<file path="config.mk">
export PLATFORM = sky130hd
export DESIGN_NAME = irq_nest_ctrl
export DESIGN_NICKNAME = d
export VERILOG_FILES = /design/src/rtl/irq_nest_pkg.sv /design/src/rtl/irq_sfr_regs.sv /design/src/rtl/irq_arbiter.sv /design/src/rtl/irq_inservice.sv /design/src/rtl/irq_nest_ctrl.sv
export SDC_FILE = /design/constraint.sdc
export NUM_CORES = 1
export LEC_CHECK = 0
export BUFFER_PORTS_ARGS = -buffer_cell sky130_fd_sc_hd__buf_2
export CORE_MARGIN = 2
export CORE_UTILIZATION = 25
export CTS_CLUSTER_SIZE = 8
export DETAILED_ROUTE_END_ITERATION = 8
export MAX_ROUTING_LAYER = met4
export PLACE_DENSITY_LB_ADDON = 0.3
export RECOVER_POWER = 50
export SYNTH_ARGS = -nofsm -noshare
export SYNTH_HDL_FRONTEND = slang
export SYNTH_HIERARCHICAL = 1
export SYNTH_SLANG_ARGS = --single-unit
</file>
<file path="constraint.sdc">
create_clock -name clk_i -period 17.63 [get_ports clk_i]
set_clock_uncertainty 0.15 [all_clocks]
set_input_delay 1.763 -clock clk_i [delete_from_list [all_inputs] [get_ports clk_i]]
set_output_delay 1.763 -clock clk_i [all_outputs]
set_load 0.02 [all_outputs]
</file>
<file path="src/rtl/irq_nest_pkg.sv">
package irq_nest_pkg;
  localparam int NUM_SRC  = 6;
  localparam int NUM_LVL  = 4;
  localparam int LVL_W    = $clog2(NUM_LVL);
  localparam int IDX_W    = $clog2(NUM_SRC);
  localparam int DATA_W   = 8;
  localparam int FLAG_W   = 8;
  localparam int NUM_CLR  = 4;
  localparam logic [DATA_W-1:0] VEC_BASE = 8'h03;
  localparam int VEC_STEP_SH = 3;

  typedef logic [LVL_W-1:0] lvl_t;
  typedef logic [IDX_W-1:0] idx_t;
endpackage

</file>
<file path="src/rtl/irq_sfr_regs.sv">
module irq_sfr_regs
  import irq_nest_pkg::*;
#(
  parameter int              NSRC  = NUM_SRC,
  parameter logic [7:0]      A_EN  = 8'hA8,
  parameter logic [7:0]      A_PLO = 8'hB8,
  parameter logic [7:0]      A_PHI = 8'hB7
) (
  input  logic              clk_i,
  input  logic              rst_ni,
  input  logic [7:0]        addr_i,
  input  logic              wr_i,
  input  logic [DATA_W-1:0] wdata_i,
  output logic [DATA_W-1:0] rdata_o,
  output logic              ea_o,
  output logic [NSRC-1:0]   en_o,
  output logic [NSRC-1:0]   plo_o,
  output logic [NSRC-1:0]   phi_o
);
  localparam int GEN_BIT = DATA_W - 1;
  localparam int PAD_W   = DATA_W - NSRC;

  always_ff @(posedge clk_i or negedge rst_ni) begin
    if (!rst_ni) begin
      ea_o  <= 1'b0;
      en_o  <= '0;
      plo_o <= '0;
      phi_o <= '0;
    end else if (wr_i) begin
      unique case (addr_i)
        A_EN: begin
          ea_o <= wdata_i[GEN_BIT];
          en_o <= wdata_i[NSRC-1:0];
        end
        A_PLO:   plo_o <= wdata_i[NSRC-1:0];
        A_PHI:   phi_o <= wdata_i[NSRC-1:0];
        default: ;
      endcase
    end
  end

  always_comb begin
    rdata_o = '0;
    unique case (addr_i)
      A_EN: begin
        rdata_o[NSRC-1:0] = en_o;
        rdata_o[GEN_BIT]  = ea_o;
      end
      A_PLO:   rdata_o = {{PAD_W{1'b0}}, plo_o};
      A_PHI:   rdata_o = {{PAD_W{1'b0}}, phi_o};
      default: rdata_o = '0;
    endcase
  end
endmodule

</file>
<file path="src/rtl/irq_arbiter.sv">
module irq_arbiter
  import irq_nest_pkg::*;
#(
  parameter int NSRC = NUM_SRC
) (
  input  logic [NSRC-1:0] pend_i,
  input  logic [NSRC-1:0] en_i,
  input  logic            ea_i,
  input  logic [NSRC-1:0] plo_i,
  input  logic [NSRC-1:0] phi_i,
  input  logic            busy_i,
  input  lvl_t            busy_lvl_i,
  output logic            win_o,
  output idx_t            win_idx_o,
  output lvl_t            win_lvl_o
);
  lvl_t            lvl [NSRC];
  logic [NSRC-1:0] elig;

  for (genvar s = 0; s < NSRC; s++) begin : g_src
    assign lvl[s]  = {phi_i[s], plo_i[s]};
    assign elig[s] = pend_i[s] & en_i[s] & ea_i & (!busy_i || (lvl[s] > busy_lvl_i));
  end

  // strict '>' keeps the lowest index on a level tie
  always_comb begin
    win_o     = 1'b0;
    win_idx_o = '0;
    win_lvl_o = '0;
    for (int s = 0; s < NSRC; s++) begin
      if (elig[s] && (!win_o || lvl[s] > win_lvl_o)) begin
        win_o     = 1'b1;
        win_idx_o = idx_t'(s);
        win_lvl_o = lvl[s];
      end
    end
  end
endmodule

</file>
<file path="src/rtl/irq_inservice.sv">
module irq_inservice
  import irq_nest_pkg::*;
#(
  parameter int NLVL = NUM_LVL
) (
  input  logic            clk_i,
  input  logic            rst_ni,
  input  logic            set_i,
  input  lvl_t            set_lvl_i,
  input  logic            reti_i,
  output logic [NLVL-1:0] mask_o,
  output logic            any_o,
  output lvl_t            top_o
);
  logic [NLVL-1:0] mask_d;

  always_comb begin
    top_o = '0;
    for (int l = 0; l < NLVL; l++) begin
      if (mask_o[l]) top_o = lvl_t'(l);
    end
  end
  assign any_o = |mask_o;

  always_comb begin
    mask_d = mask_o;
    if (reti_i && any_o) mask_d[top_o] = 1'b0;
    if (set_i) mask_d[set_lvl_i] = 1'b1;
  end

  always_ff @(posedge clk_i or negedge rst_ni) begin
    if (!rst_ni) mask_o <= '0;
    else         mask_o <= mask_d;
  end

  property p_set_needs_ack;
    @(posedge clk_i) disable iff (!rst_ni)
      !set_i |=> ((mask_o & ~$past(mask_o)) == '0);
  endproperty
  assert_set_needs_ack_R8: assert property (p_set_needs_ack);

  property p_reti_drops_one;
    @(posedge clk_i) disable iff (!rst_ni)
      (reti_i && any_o && !set_i) |=> ($countones(mask_o) == $countones($past(mask_o)) - 1);
  endproperty
  assert_reti_drops_one_R8: assert property (p_reti_drops_one);
endmodule

</file>
<file path="src/rtl/irq_nest_ctrl.sv">
module irq_nest_ctrl
  import irq_nest_pkg::*;
(
  input  logic               clk_i,
  input  logic               rst_ni,
  input  logic [7:0]         sfr_addr_i,
  input  logic               sfr_wr_i,
  input  logic [DATA_W-1:0]  sfr_wdata_i,
  output logic [DATA_W-1:0]  sfr_rdata_o,
  input  logic [FLAG_W-1:0]  flag_i,
  input  logic [1:0]         ext_edge_i,
  output logic               irq_req_o,
  output logic [DATA_W-1:0]  irq_vec_o,
  input  logic               irq_ack_i,
  input  logic               reti_i,
  output logic [NUM_CLR-1:0] hw_clr_o
);
  logic               ea;
  logic [NUM_SRC-1:0] en, plo, phi, pend;
  logic [NUM_LVL-1:0] is_mask;
  logic               is_any, win;
  lvl_t               is_top, win_lvl, lvl_q;
  idx_t               win_idx, idx_q;
  logic               req_q, live, grant;
  logic [NUM_CLR-1:0] clr_ok;

  irq_sfr_regs #(.NSRC(NUM_SRC)) u_regs (
    .clk_i, .rst_ni,
    .addr_i(sfr_addr_i), .wr_i(sfr_wr_i), .wdata_i(sfr_wdata_i), .rdata_o(sfr_rdata_o),
    .ea_o(ea), .en_o(en), .plo_o(plo), .phi_o(phi)
  );

  // serial and timer 2 each merge two flags
  assign pend = {flag_i[7] | flag_i[6], flag_i[5] | flag_i[4], flag_i[3:0]};

  irq_arbiter #(.NSRC(NUM_SRC)) u_arb (
    .pend_i(pend), .en_i(en), .ea_i(ea), .plo_i(plo), .phi_i(phi),
    .busy_i(is_any), .busy_lvl_i(is_top),
    .win_o(win), .win_idx_o(win_idx), .win_lvl_o(win_lvl)
  );

  assign live      = ea & en[idx_q];
  assign irq_req_o = req_q & live;
  assign grant     = irq_req_o & irq_ack_i;
  assign irq_vec_o = VEC_BASE + (DATA_W'(idx_q) << VEC_STEP_SH);

  irq_inservice #(.NLVL(NUM_LVL)) u_is (
    .clk_i, .rst_ni,
    .set_i(grant), .set_lvl_i(lvl_q), .reti_i,
    .mask_o(is_mask), .any_o(is_any), .top_o(is_top)
  );

  always_ff @(posedge clk_i or negedge rst_ni) begin
    if (!rst_ni) begin
      req_q <= 1'b0;
      idx_q <= '0;
      lvl_q <= '0;
    end else if (req_q) begin
      if (grant || !live) req_q <= 1'b0;
    end else if (win) begin
      req_q <= 1'b1;
      idx_q <= win_idx;
      lvl_q <= win_lvl;
    end
  end

  assign clr_ok = {1'b1, ext_edge_i[1], 1'b1, ext_edge_i[0]};

  always_ff @(posedge clk_i or negedge rst_ni) begin
    if (!rst_ni) hw_clr_o <= '0;
    else begin
      hw_clr_o <= '0;
      for (int c = 0; c < NUM_CLR; c++) begin
        if (grant && idx_q == idx_t'(c) && clr_ok[c]) hw_clr_o[c] <= 1'b1;
      end
    end
  end

  property p_vec_stable;
    @(posedge clk_i) disable iff (!rst_ni)
      (irq_req_o && !irq_ack_i) |=> $stable(irq_vec_o);
  endproperty
  assert_vec_stable_R9: assert property (p_vec_stable);

  property p_above_inservice;
    @(posedge clk_i) disable iff (!rst_ni)
      irq_req_o |-> (!is_any || (lvl_q > is_top));
  endproperty
  assert_above_inservice_R7: assert property (p_above_inservice);

  property p_clr_onehot;
    @(posedge clk_i) disable iff (!rst_ni) $onehot0(hw_clr_o);
  endproperty
  assert_clr_onehot_R11: assert property (p_clr_onehot);

  property p_clr_after_ack;
    @(posedge clk_i) disable iff (!rst_ni)
      (|hw_clr_o) |-> $past(irq_req_o && irq_ack_i);
  endproperty
  assert_clr_after_ack_R11: assert property (p_clr_after_ack);
endmodule

</file>
**Word level (Yosys, flattened, before mapping)**

Cells that the tools add are included.

- Register bits: 33
- Output and inout port bits: 21

- Add/sub/neg operators: 1
- Order comparisons: 16
- Eq/ne operators: 6
- Mux-type cells: 37
- Bitwise gates (word level): 27
- Reduce and logical (&&, ||, !) cells: 39

Operator list:

| kind | count |
|---|---|
| $eq 8x8->1 const B | 3 |
| $gt 2x2->1 | 11 |
| $and 1x1->1 | 21 |
| $mux 2 | 10 |
| $mux 1 | 19 |
| $pmux 6 s3 | 1 |
| $logic_and 1x1->1 | 14 |
| $logic_or 1x1->1 | 12 |
| $mux 4 | 2 |
| $reduce_and 2->1 | 4 |
| $add 2x6->7 const A | 1 |
| $logic_not 1->1 | 7 |
| $eq 3x2->1 const B | 2 |
| $lt 2x3->1 const B | 2 |
| $mux 3 | 2 |
| $and 4x4->4 | 1 |
| $demux 1 s2 | 2 |
| $ge 2x1->1 const B | 2 |
| $lt 3x4->1 const B | 1 |
| $not 4->4 | 1 |
| $or 4x4->4 | 1 |
| $reduce_or 4->1 | 1 |
| $bmux 1 s3 | 1 |
| $eq 3x1->1 const B | 1 |
| other kinds (3) | 4 |

**Depth between registers and ports, before layout**

- Depth in word-level cells: 29
- Gate-level depth with buffers: 43
- Mapped depth without buffers: 42

**By module**

Netlist, hierarchy kept.

By module, submodules not included:

| module | times used | cells an instance | area each (um^2) | sequential area each (um^2) |
|---|---|---|---|---|
| irq_arbiter | 1 | 123 | 949.7 | 0.0 |
| irq_sfr_regs | 1 | 73 | 940.9 | 475.5 |
| irq_nest_ctrl | 1 | 47 | 533.0 | 250.2 |
| irq_inservice | 1 | 20 | 193.9 | 100.1 |

**Worst setup path after synthesis**

Ideal clock, no wire load.

- Path type: in2reg
- From: in flag_i[0]
- To: reg idx_q[0]
- Library setup time: 125 ps
- Arrival: 7,392 ps
- Slack: 9,964 ps
- Cell stages on the path: 35
- Cells stage by stage: nand3_1 -> nor3_1 -> inv_1 -> ha_1 -> nor2b_1 -> a2bb2oi_1 -> or3_4 -> a32o_2 -> ha_1 -> a21oi_1 -> a21oi_2 -> or2_2 -> o21ai_0 -> ha_1 -> nor2b_1 -> o21ai_0 -> nor3_1 -> a41oi_4 -> o31a_1 -> a21oi_1 -> ha_1 -> a21oi_1 -> a21oi_1 -> a31oi_1 -> or2_1 -> buf_2 -> o221a_4 -> nor2_1 -> ha_1 -> inv_1 -> a21oi_1 -> a21oi_1 -> o21ai_2 -> a21bo_1 -> mux2_2

RTL lines:

| item | RTL line | source |
|---|---|---|
| start: declaration | irq_nest_ctrl.sv:10 | `input logic [FLAG_W-1:0] flag_i,` |
| $and 1x1->1 (*) (3 in a row) | irq_arbiter.sv:22 | `assign elig[s] = pend_i[s] & en_i[s] & ea_i & (!busy_i \|\| (lvl[s] > busy_lvl_i));` |
| $mux 2 or $mux 1 (tied branches) | irq_arbiter.sv:31 | `if (elig[s] && (!win_o \|\| lvl[s] > win_lvl_o)) begin` |
| $gt 2x2->1 or $logic_not 1->1 (tied branches) | irq_arbiter.sv:31 |  |
| $logic_or 1x1->1 | irq_arbiter.sv:31 |  |
| $logic_and 1x1->1 | irq_arbiter.sv:31 |  |
| $mux 2 or $mux 1 (tied branches) | irq_arbiter.sv:31 |  |
| $gt 2x2->1 or $logic_not 1->1 (tied branches) | irq_arbiter.sv:31 |  |
| $logic_or 1x1->1 | irq_arbiter.sv:31 |  |
| [7 not listed] | n/a |  |
| $logic_or 1x1->1 | irq_arbiter.sv:31 |  |
| $logic_and 1x1->1 | irq_arbiter.sv:31 |  |
| $mux 2 or $mux 1 (tied branches) | irq_arbiter.sv:31 |  |
| $gt 2x2->1 or $logic_not 1->1 (tied branches) | irq_arbiter.sv:31 |  |
| $logic_or 1x1->1 | irq_arbiter.sv:31 |  |
| $logic_and 1x1->1 | irq_arbiter.sv:31 |  |
| $mux 3 (*) | irq_arbiter.sv:31 |  |
| named net win_idx[0] | irq_nest_ctrl.sv:23 | `idx_t win_idx, idx_q;` |
| end signal: assignment | irq_nest_ctrl.sv:62 | `idx_q <= win_idx;` |
| end: declaration | irq_nest_ctrl.sv:23 |  |

Mark *: on every way through the listed nets, which the timed path passes. The rest lies on a longest branch.
A chain may end at the register's enable or synchronous reset.

**Final worst setup path**

Ends and elaborated chain as after synthesis.

==> run summary <==
Status: finished with violations
Failing checks: capacitance limit, slew limit
Final nets: 356
Power density over the cells: 51.7 nW/µm²
Post-Route WL: 6490 µm
Detailed Routing Iterations Pass 1: 4
Synth area leaders: dfrtp_1, ha_1, mux2_2, mux2_4, inv_1
Hold Vio Cnt, Final: 0
Clock sink count: 33
CTS root buf: clkbuf_8
CTS resizes: 0
Post-synthesis simple-gate area fraction: 19.0%
Die width: 106 µm
Count of cell types in the netlist: 64
Vias in the first global route: 2051
Startpoint types: input pin
Yosys warns: 6
Skew-Pair Late Insertion Delay: 0.29 ns
Post-route ant nets: 0
Post-Synth Adder-Cell Area: 10.5%
Critical path type: in2reg
Ant. Diodes: 0
Max transition margin: -21.6%
# IOs: 52
Combinational Power Share: 11.2%
CTS tree: built
Unrepaired setup endpoints after global routing: no
Die Span Y: 106 µm
Switching share of total power: 27.3%
Global-route wire length before repair: 10600 µm
Max Cap Viol: 1
FF+latch count, synth: 33
Startpoint of the worst hold path: u_is/mask_o[0]$_DFF_PN0_
Total gr overflow: 0
Die ar.: 11300 µm²
Setup bufs post-CTS: 0
Largest net degree at the start of global routing: 34
Max clock buf depth: 2
WL per Instance: 14.7 µm
Initial Utilization: 25.6%
RR Startpoint: u_is/mask_o[1]$_DFF_PN0_
Crit. Startpoint: flag_i[0]
Setup violators final: 0
Worst path most repeated cell: a21oi_1
Post-route setup slack: 9.58 ns
Filler instances: 1089
Synth Area in XOR/XNOR: 0%
CTS clk-pin slew, worst paths: 0.08 ns
Largest area contributor in the netlist: dfrtp_1
Final Hold Slack: 0.374 ns
Core Util, Final: 29.4%
Setup_tns: 0 ns
CTS H-tree lvls: 2
Share of cells above drive strength 1: 31.9%
Most common cell in the netlist: dfrtp_1
Worst Setup Slack post-DPL: 9.33 ns
Core Area: 10200 µm²
Slew @ Worst Pin: 1.82 ns
CP endpoint kind: flip-flop
Pwr Total: 156 µW
Core Rows: 37
Seq/Total Area, Yosys: 31.5%
Placed Area: 2920 µm²
Worst path slowest cell: or3_4
Synth Area in Compound Gates: 18.6%
Clock network power share: 36.5%
Hold/Removal Path Class: reg2reg
Initial DRC count: 136
Post-synthesis cell area: 2620 µm²
VDD IR max: 46.7 µV
Total track usage: 12.3%
Net switching power: 42.4 µW
Slowest stage delay, CP: 0.34 ns
IO Port Bufs: 44
Commonest cells post-synth: dfrtp_1, inv_1, ha_1, mux2_2
Number of synthesized flops with an enable pin: 0
Synth Flop Type: dfrtp_1
CP max FO: 8
Post-DR vias/cell: 4.76
Int Pwr: 113 µW
HPWL after DPL: 4980 µm
Min Tclk post-route: 8.05 ns
Final Cycle Share: 45.7%
Top cell type's share of synthesized area: 31.5%
Syn avg cell area: 9.95 µm²
Cells after Synth: 263
Cts bufs inserted: 5
Area growth, synth to finish: 14.9%
Main combinational cell family by area after synthesis: simple AND/OR/NAND/NOR gates
Hold Buf Count CTS: 0
Post-synth ARST share: 100%
Placed cells: 432
Critical Path AT: 8.08 ns
Flop pwr share: 52.3%
CP required: 17.66 ns
Vias: 2094
Pins Over Slew Limit: 34
GPL Wtd Cong: 0.799
Post-route insts no fill: 440
Antenna violations before repair: 0
Mux cell area share after synthesis: 12.5%
Peak Freq: 124 MHz
Leakage: 1.39 nW
DRC: 0
Fin area: 3010 µm²
## worst paths after layout
path                                         endpoint  slack (ns)  cells past startpoint
setup / recovery                 idx_q[0]$_DFFE_PN0P_        9.58                     34
hold / removal               u_is/mask_o[0]$_DFF_PN0_        0.37                      2
setup reg to reg                 idx_q[0]$_DFFE_PN0P_        9.73                     37
hold reg to reg              u_is/mask_o[0]$_DFF_PN0_        0.37                      2
max in group asynchronous       hw_clr_o[1]$_DFF_PN0_       14.46                      1
min in group asynchronous  u_regs/en_o[0]$_DFFE_PN0P_        1.81                      1
## cell usage in the layout, fill, tap and decap left out, types with 2 or more instances in the layout
| cell type | Yosys | routed |
|---|---|---|
| clkbuf_1 | 3 | 2 |
| or2_1 | 3 | 3 |
| mux2i_1 | 3 | 3 |
| or2_2 | 3 | 3 |
| nand3_1 | 9 | 9 |
| nand2b_1 | 5 | 5 |
| dfrtp_1 | 33 | 33 |
| clkinv_2 | 0 | 2 |
| nor2b_1 | 10 | 10 |
| o22ai_1 | 5 | 5 |
| and2_1 | 2 | 2 |
| buf_2 | 2 | 42 |
| inv_1 | 26 | 26 |
| nand4b_1 | 2 | 2 |
| o31a_1 | 2 | 2 |
| and3_2 | 2 | 2 |
| o21ai_1 | 6 | 5 |
| mux2_4 | 7 | 7 |
| nand3b_1 | 2 | 2 |
| nand2_1 | 6 | 6 |
| mux2_2 | 17 | 17 |
| nor3b_1 | 2 | 2 |
| or3_1 | 3 | 3 |
| nor2_1 | 8 | 8 |
| o21ai_2 | 2 | 2 |
| clkbuf_8 | 0 | 5 |
| a221o_1 | 6 | 6 |
| ha_1 | 22 | 22 |
| a21oi_1 | 11 | 11 |
| conb_1 | 3 | 6 |
| nor3_1 | 11 | 11 |
| nand2b_2 | 2 | 2 |
| o21ai_0 | 5 | 6 |
## layout make-up
cell class	count	area (µm²)	area share [%]
Inverter	26	97.6	3.25
Clock buffer	5	68.8	2.29
Clock inverter	3	17.5	0.583
Timing Repair Buffer	44	218	7.24
Multi-Input combinational cell	193	1610	53.5
Tap cell	136	170	5.66
Sequential cell	33	826	27.5
## power by group through the flow
stage               Clock (mW)  Combinational (mW)  Sequential [mW]
floorplan                    0              0.0116           0.0812
global placement             0              0.0171           0.0828
detailed placement           0              0.0177           0.0829
CTS                     0.0593              0.0178           0.0814
global route            0.0624              0.0199           0.0817
finish                  0.0568              0.0174           0.0813
## flip-flops by register name, indices dropped and copies added, names as in the netlist
register      count
u_regs/en_o       6
lvl_q             2
u_regs/phi_o      6
idx_q             3
u_regs/plo_o      6
hw_clr_o          4
req_q             1
u_is/mask_o       4
u_regs/ea_o       1
## metal layers
layer | vias up | track usage (%) | part of all wire, %
li1 | 1033 | - | -
met1 | 1007 | 15.8 | 48
met2 | 48 | 20.1 | 47
met3 | 6 | 1.41 | 2.9
met4 | 0 | 4.04 | 1.6
met5 | - | - | 0
## worst max-delay path, delay by kind of cell
kind            cells  cell delay [ns]
mux                 1             0.26
simple gates        7             1.42
compound gates     19             3.08
fa+ha+maj           5             1.39
buf+inv             2             0.16
## cell families (layout without fill, tap and decap cells)
family,count (synthesis),in the layout
other,3,6
buffers and inverters,40,78
adders and majority gates,22,22
muxes,27,27
DFF,33,33
and+or+nand+nor,80,80
AOI/OAI and AO/OA,58,58
(Power assumes the default switching activity.)
